<file path="src/rtl/calpd_pkg.sv">
package calpd_pkg;

  typedef enum logic [2:0] {
    ST_IDLE    = 3'd0,
    ST_CAL_ARM = 3'd1,
    ST_CAL_RUN = 3'd2,
    ST_PD_HOLD = 3'd3,
    ST_PD_EXIT = 3'd4
  } seq_state_e;

endpackage

</file>
<file path="src/rtl/calpd_req_qual.sv">
// Counts consecutive high samples of a request while enabled; flags the
// sample that completes the minimum width.
module calpd_req_qual #(
  parameter int QUAL_W = 3
) (
  input  logic clk,
  input  logic rst_n,
  input  logic en,
  input  logic req,
  output logic hit
);
  localparam int QW = (QUAL_W > 2) ? $clog2(QUAL_W) : 1;
  localparam logic [QW-1:0] LAST = QW'(QUAL_W - 1);

  logic [QW-1:0] cnt;

  assign hit = en && req && (cnt == LAST);

  always_ff @(posedge clk or negedge rst_n) begin
    if (!rst_n) begin
      cnt <= '0;
    end else if (!en || !req) begin
      cnt <= '0;
    end else if (cnt != LAST) begin
      cnt <= cnt + 1'b1;
    end
  end
endmodule

</file>
<file path="src/rtl/calpd_timer.sv">
// Down counter for the fixed calibration and power-down exit periods.
// Comes out of reset loaded, so the reset calibration needs no load pulse.
module calpd_timer #(
  parameter int CYC_LEN = 4000
) (
  input  logic clk,
  input  logic rst_n,
  input  logic load,
  input  logic run,
  output logic done
);
  localparam int CNT_W = (CYC_LEN > 2) ? $clog2(CYC_LEN) : 1;
  localparam logic [CNT_W-1:0] START = CNT_W'(CYC_LEN - 1);

  logic [CNT_W-1:0] cnt;

  assign done = (cnt == '0);

  always_ff @(posedge clk or negedge rst_n) begin
    if (!rst_n) begin
      cnt <= START;
    end else if (load) begin
      cnt <= START;
    end else if (run && !done) begin
      cnt <= cnt - 1'b1;
    end
  end
endmodule

</file>
<file path="src/rtl/calpd_fsm.sv">
module calpd_fsm
  import calpd_pkg::*;
(
  input  logic       clk,
  input  logic       rst_n,
  input  logic       cal_hit,
  input  logic       pd_hit,
  input  logic       cal_req,
  input  logic       pd_req,
  input  logic       tmr_done,
  output seq_state_e state,
  output logic       tmr_load,
  output logic       tmr_run
);
  seq_state_e state_nx;

  always_comb begin
    state_nx = state;
    tmr_load = 1'b0;
    unique case (state)
      ST_IDLE: begin
        // calibration wins a tie; the other request is simply dropped
        if (cal_hit)     state_nx = ST_CAL_ARM;
        else if (pd_hit) state_nx = ST_PD_HOLD;
      end
      ST_CAL_ARM: begin
        if (!cal_req) begin
          state_nx = ST_CAL_RUN;
          tmr_load = 1'b1;
        end
      end
      ST_CAL_RUN: begin
        if (tmr_done) state_nx = ST_IDLE;
      end
      ST_PD_HOLD: begin
        if (!pd_req) begin
          state_nx = ST_PD_EXIT;
          tmr_load = 1'b1;
        end
      end
      ST_PD_EXIT: begin
        if (tmr_done) state_nx = ST_IDLE;
      end
      default: state_nx = ST_IDLE;
    endcase
  end

  assign tmr_run = (state == ST_CAL_RUN) || (state == ST_PD_EXIT);

  always_ff @(posedge clk or negedge rst_n) begin
    if (!rst_n) state <= ST_CAL_RUN;
    else        state <= state_nx;
  end
endmodule

</file>
<file path="src/rtl/calpd_sequencer.sv">
module calpd_sequencer
  import calpd_pkg::*;
#(
  parameter int CYC_LEN = 4000,
  parameter int QUAL_W  = 3
) (
  input  logic clk,
  input  logic rst_n,
  input  logic cal_req,
  input  logic pd_req,
  input  logic oe_n,
  output logic ready,
  output logic core_cal,
  output logic core_pd,
  output logic data_oe
);
  seq_state_e state;
  logic       qual_en;
  logic       cal_hit;
  logic       pd_hit;
  logic       tmr_load;
  logic       tmr_run;
  logic       tmr_done;

  // widths are only counted in the ready state, so blocked requests are lost
  assign qual_en = (state == ST_IDLE);

  calpd_req_qual #(.QUAL_W(QUAL_W)) i_cal_qual (
    .clk(clk), .rst_n(rst_n), .en(qual_en), .req(cal_req), .hit(cal_hit)
  );

  calpd_req_qual #(.QUAL_W(QUAL_W)) i_pd_qual (
    .clk(clk), .rst_n(rst_n), .en(qual_en), .req(pd_req), .hit(pd_hit)
  );

  calpd_timer #(.CYC_LEN(CYC_LEN)) i_timer (
    .clk(clk), .rst_n(rst_n), .load(tmr_load), .run(tmr_run), .done(tmr_done)
  );

  calpd_fsm i_fsm (
    .clk(clk), .rst_n(rst_n),
    .cal_hit(cal_hit), .pd_hit(pd_hit),
    .cal_req(cal_req), .pd_req(pd_req),
    .tmr_done(tmr_done),
    .state(state), .tmr_load(tmr_load), .tmr_run(tmr_run)
  );

  assign ready    = (state == ST_IDLE);
  assign core_cal = (state == ST_CAL_RUN);
  assign core_pd  = (state == ST_PD_HOLD);
  assign data_oe  = ~oe_n;
endmodule

</file>
<file path="config.mk">
export PLATFORM = sky130hd
export DESIGN_NAME = calpd_sequencer
export DESIGN_NICKNAME = d
export VERILOG_FILES = /design/src/rtl/calpd_pkg.sv /design/src/rtl/calpd_req_qual.sv /design/src/rtl/calpd_timer.sv /design/src/rtl/calpd_fsm.sv /design/src/rtl/calpd_sequencer.sv
export SDC_FILE = /design/constraint.sdc
export NUM_CORES = 1
export LEC_CHECK = 0
export ABC_AREA = 1
export BUFFER_PORTS_ARGS = -buffer_cell sky130_fd_sc_hd__buf_2
export CORE_MARGIN = 2
export CORE_UTILIZATION = 59
export CTS_CLUSTER_SIZE = 25
export DETAILED_ROUTE_END_ITERATION = 10
export GPL_TIMING_DRIVEN = 0
export HOLD_SLACK_MARGIN = 0.05
export PLACE_DENSITY_LB_ADDON = 0.3
export SLEW_MARGIN = 20
export SYNTH_ARGS = -nofsm -noshare
export SYNTH_HDL_FRONTEND = slang
export SYNTH_SLANG_ARGS = --single-unit
</file>
<file path="constraint.sdc">
create_clock -name clk -period 2 [get_ports clk]
set_input_delay 0.1 -clock clk [delete_from_list [all_inputs] [get_ports clk]]
set_output_delay 0.1 -clock clk [all_outputs]
set_load 0.005 [all_outputs]
</file>
---- Word level (Yosys, flattened, before mapping) ----
Index checks and enable logic that the tools add are counted.
storage, ports and cells
  bits in registers ....................... 19
  input port bits ......................... 5
  output and inout bits ................... 4
  logic and storage cells ................. 54
operators by class
  add/subtract/negate cells ............... 3
  equality and inequality tests ........... 12
  mux-type cells .......................... 15
  bitwise gates (word level) .............. 1
  reduce and logical (&&, ||, !) cells .... 19
operators with widths
  kind                                                    number
  two-way mux 12 bit                                      2
  two-way mux 3 bit                                       5
  logical NOT 12 bit                                      1
  case mux 3 bit (4 select lines)                         1
  subtractor 12 x 1 -> 12 bit (second input constant)     1
  two-way mux 2 bit                                       4
  inequality test 2 bit (second input constant)           4
  equality test 3 x 2 -> 1 bit (second input constant)    2
  nonzero test 2 bit                                      3
  logical AND 1 bit                                       5
  adder 2 x 1 -> 2 bit (second input constant)            2
  equality test 2 bit (second input constant)             2
  logical NOT 1 bit                                       4
  AND reduction 4 bit                                     1
  equality test 3 x 1 -> 1 bit (second input constant)    1
  equality test 3 bit (second input constant)             1
  logical NOT 3 bit                                       1
  logical OR 1 bit                                        3
  inequality test 3 x 2 -> 1 bit (second input constant)  1
  two-way mux 1 bit                                       2
  inequality test 2 x 1 -> 1 bit (second input constant)  1
  case mux 1 bit (2 select lines)                         1
  OR reduction 2 bit                                      1
  inverter 1 bit                                          1

---- Logic depth before layout (Yosys ltp) ----
  depth after elaboration ................. 6
  depth in mapped cells ................... 10
  mapped depth without buffers ............ 9

---- Modules after synthesis ----
A second synthesis with hierarchy kept.
second synthesis, totals
  cells, all modules ...................... 202
  area total of the unflattened synthesis .. 1365.1 µm²
modules (own cells, without submodules)
  module           instances  cells each  area each (µm²)  sequential area each (µm²)
  calpd_timer      1          131         878.3            312.8
  calpd_req_qual   2          16          116.4            50.0
  calpd_fsm        1          31          224.0            76.3
  calpd_sequencer  1          8           30.0             0.0

---- Worst setup path after synthesis ----
No wires, ideal clock.
  path type ............................... flip-flop to flip-flop
  from .................................... register i_timer.cnt[0]
  to ...................................... register i_fsm.state[0]
  library setup time ...................... 0.118 ns
  arrival time ............................ 1.365 ns
  data required time ...................... 1.882 ns
  setup slack ............................. 0.517 ns
  cell stages (with the launch flop) ...... 10
  path buffers ............................ 1
  period minus slack after synthesis ...... 1.483 ns
  cells stage by stage .................... dfstp_2 inv_1 ha_1 nand3_1 nor2_1 nand2_1 nand2_2 buf_4 nand4_1 nand2_1
between the ends
  word-level cells in the longest chain between the ends .. 3
ends and longest elaborated chain
  what                                             RTL line           text
  start: declaration                               calpd_timer.sv:15  logic [CNT_W-1:0] cnt;
  start signal: assignment                         calpd_timer.sv:25  cnt <= cnt - 1'b1;
  logical NOT 12 bit                               calpd_timer.sv:17  assign done = (cnt == '0);
  inequality test 2 x 1 -> 1 bit (no source line)  --
  AND reduction 4 bit (no source line)             --
  end signal: assignment                           calpd_fsm.sv:52    else state <= state_nx;
  end: declaration                                 calpd_fsm.sv:11    output seq_state_e state,
No other way between the ends.
A chain may end at the register's enable or synchronous reset.

---- Worst setup path in the final report ----
  from .................................... register i_timer.cnt[0]
  to ...................................... register i_timer.cnt[5]
between the ends
  word-level cells in the longest chain between the ends .. 4
  elaborated cells between the ends (all ways) .. 7
  those cells by class .................... add/sub (1); mux (2); reduce/logical (4)
ends and longest elaborated chain
  what
  parallel branches: the longest is 4 deep, another holds subtractor 12 x 1 -> 12 bit
Parallel ways; which one is timed is not known. The select of a mux whose other input is x is not followed.

==> results.txt <==
----------------------------------------------------
[Pwr]
  Clock share of power ... 7.5%
  Proportion of power drawn by combinational gates ... 60.9%
  Net switching share of the total power ... 49.0%
  Sequential power share ... 31.7%
  Power density over the cells ... 1830 nW/µm²
  Reported leakage power ... 0.727 nW
  Switching power of the nets ... 1.27 mW
  Peak supply drop ... 0.996 mV
  Internal power contribution ... 1.32 mW

[Clocking]
  CTS clock-pin slew for the worst setup and hold paths ... 0.11 ns
  Worst-Skew Late Latency ... 0.29 ns
  CTS Buf Count ... 3
  Post-CTS setup repair buffer count ... 0
  H-tree levels ... 1
  Resize count post-CTS ... 0
  Number of buffers added to fix hold violations after cts ... 1
  Bufs on Longest Clock Path ... 2
  TritonCTS clock tree ... done
  Clock sink total ... 19
  Root buffer selected by CTS ... clkbuf_4

[Worst setup path]
  Critical Path AT ... 1.87 ns
  Max FO, Critical Path ... 10
  CP bufs+invs ... 2
  Crit path max-delay family ... flip-flops
  Worst endpoint required time ... 2.19 ns
  Capturing element type of the critical path ... flip-flop
  Critical path start-end classification ... reg -> reg
  Worst reg2reg setup slack ... 0.32 ns
  Crit path max-delay cell type ... dfstp_2
  Slowest Stage Delay on Critical Path ... 0.57 ns
  Critical path cell sequence ... inv_1 -> ha_1 -> nand3_1 -> nor2_1 -> nand2_1 -> nand2_2 -> buf_4 -> nand3_1 -> nand2_1
  Startpoint types ... flip-flop

[Route]
  Drt initial violations ... 26
  Routed vias ... 1206
  DRT antenna net count ... 0
  Post-DR vias/cell ... 5.41
  DR DRC count ... 0
  Wire length after detailed routing ... 2720 µm
  Routed length per instance ... 12.2 µm
  Number of optimization iterations in the first detailed-route pass ... 6

[Timing]
  Final period util ... 84.1%
  Setup Skew ... 0.00613 ns
  Final number of setup-violating endpoints ... 0
  Worst-Margin Slew ... 0.425 ns
  Final count of pins violating max slew ... 0
  Total negative slack ... 0 ns
  Relative slew margins ... 71.6%
  Fmax ... 0.595 GHz
  RSZ-0062 raised after global routing ... false
  Final Critical Period ... 1.68 ns
  Hold Violations, Final ... 0

[Place]
  Instance area at placement ... 1380 µm²
  Final GP Congestion ... 0.952
  Count of input and output buffers ... 8
  Detailed placement HPWL ... 2150 µm

[Worst hold path]
  Type of the worst min-delay path ... in -> reg

[Final layout]
  Post-layout net count ... 205
  Diodes inserted ... 0
  Layout area overhead ... 8.65%
  Layout cell share with drive strength beyond 1 ... 19.0%
  Post-route cell area ... 1420 µm²

[Global routing]
  Via count of the first global-routing pass ... 1195
  Maximum number of pins on one net before global-route repair ... 20
  Global-route wire length before repair ... 4800 µm
  Gr usage total ... 24.0%
  Initial antenna violation count ... 0
  Grt total ovfl ... 0

[Floorplan]
  I/O pins ... 9
  Placement row count ... 17
  Starting Density ... 60.6%
  Total core area ... 2150 µm²
  DIE AREA ... 2600 µm²
  Overall die height ... 51.0 µm
  Chip width ... 51.0 µm

[Yosys]
  Netlist cell types ... 25
  Total of warnings raised by yosys ... 0
  Area fraction of the dominant cell type after synthesis ... 22.2%
  Synthesized cell area ... 1300 µm²
  Seq cells post-synth ... 19
  Number of standard cells after synthesis ... 182
  Sequential cell area fraction in the yosys report ... 37.6%
  Dominant cell type by area after synthesis ... dfstp_2
  Net count after synthesis ... 191
  Area contributors post-synth ... dfstp_2 22%, nand2_1 16%, dfrtp_1 15%
  Per-instance average area after synthesis ... 7.16 µm²

[Status]
  Outcome ... completed

[Run]
  Max Cap Violations ... 0

----------------------------------------------------
-- cell usage in the layout, fill, tap and decap left out, types with 3 or more instances in the layout --
cell       n
nand3_1   21
o21ai_2    3
buf_2      8
nor2_1    25
dfrtp_1    8
nand2_2    3
inv_1     20
ha_1       4
clkbuf_4   3
nand4_1    5
nand2_1   57
xor2_1     4
dfstp_2   11
o21ai_0    5
-- worst register-to-register path, stage by stage, from the launching register on --
cell	delay [ns]
dfstp_2	0.57
inv_1	0.12
ha_1	0.24
nand3_1	0.09
nor2_1	0.04
nand2_1	0.07
nand2_2	0.11
buf_4	0.21
nand3_1	0.07
nand2_1	0.06
-- worst paths after layout --
kind	start	end	cells after the start
max in group asynchronous	rst_n	i_timer.cnt[11]	2
setup / recovery	i_timer.cnt[0]	i_timer.cnt[5]	9
setup reg to reg	i_timer.cnt[0]	i_timer.cnt[5]	9
hold / removal	cal_req	i_cal_qual.cnt[1]	3
hold reg to reg	i_timer.cnt[11]	i_timer.cnt[11]	2
min in group asynchronous	rst_n	i_fsm.state[2]	2
-- cells in the mapped netlist (all sizes together) --
master and n:
nand2 62, nand4 5, buf 3, a21oi 2
ha 4, nor3 1, xor2 4, dfstp 11
nand3 21, nor2 27, nor3b 1, o21bai 1
nand3b 1, inv 21, dfrtp 8, o21ai 10
-- power by group through the flow --
stage / Clock [mW] / Combinational (mW) / Sequential, mW
2_1_floorplan: 0 / 1.26 / 0.783
3_3_place_gp: 0 / 1.51 / 0.820
3_5_place_dp: 0 / 1.58 / 0.831
4_1_cts: 0.201 / 1.58 / 0.822
5_1_grt: 0.217 / 1.79 / 0.853
6_report: 0.194 / 1.58 / 0.822
-- cell families after synthesis --
logic type	after synthesis	synth area share, %
compound gates	13	6.05
simple gates	118	40.4
buf+inv	24	9.41
fa+ha+maj	4	3.84
xor+xnor	4	2.69
flops	19	37.6
-- layer usage --
metal,part of all wire (%),vias to the layer above,GRT usage (%)
met2,53,28,45.2
met1,43,568,27.2
li1,-,608,-
met4,0.44,0,6.31
met5,0,-,0
met3,3.6,2,4.68
-- flip-flops by register name, indices dropped and copies added (netlist names) --
register and count:
i_fsm.state 3, i_timer.cnt 12, i_pd_qual.cnt 2, i_cal_qual.cnt 2
-- stage by stage --
step / instances / hold slack (ns) / utilization, % / total power, mW / setup WS, ns
global route: 223 / 0.0612 / 65.9 / 2.86 / 0.179
finish: 223 / 0.0541 / 65.9 / 2.60 / 0.319
global placement: 218 / 0.0591 / 64.1 / 2.33 / 0.370
CTS: 223 / 0.0502 / 65.9 / 2.60 / 0.308
detailed placement: 218 / 0.0612 / 64.1 / 2.41 / 0.334
floorplan: 182 / -0.196 / - / 2.05 / 0.517
-- cell type report --
type                       instances  area, µm²
fill                             189        733
multi-input combinational        139        691
sequential                        19        489
inverter                          21       83.8
timing repair buffer               9       50.0
buffer                             3       38.8
tap                               28       35.0
clock buffer                       3       22.5
clock inverter                     1       5.00
(Power assumes the default switching activity.)
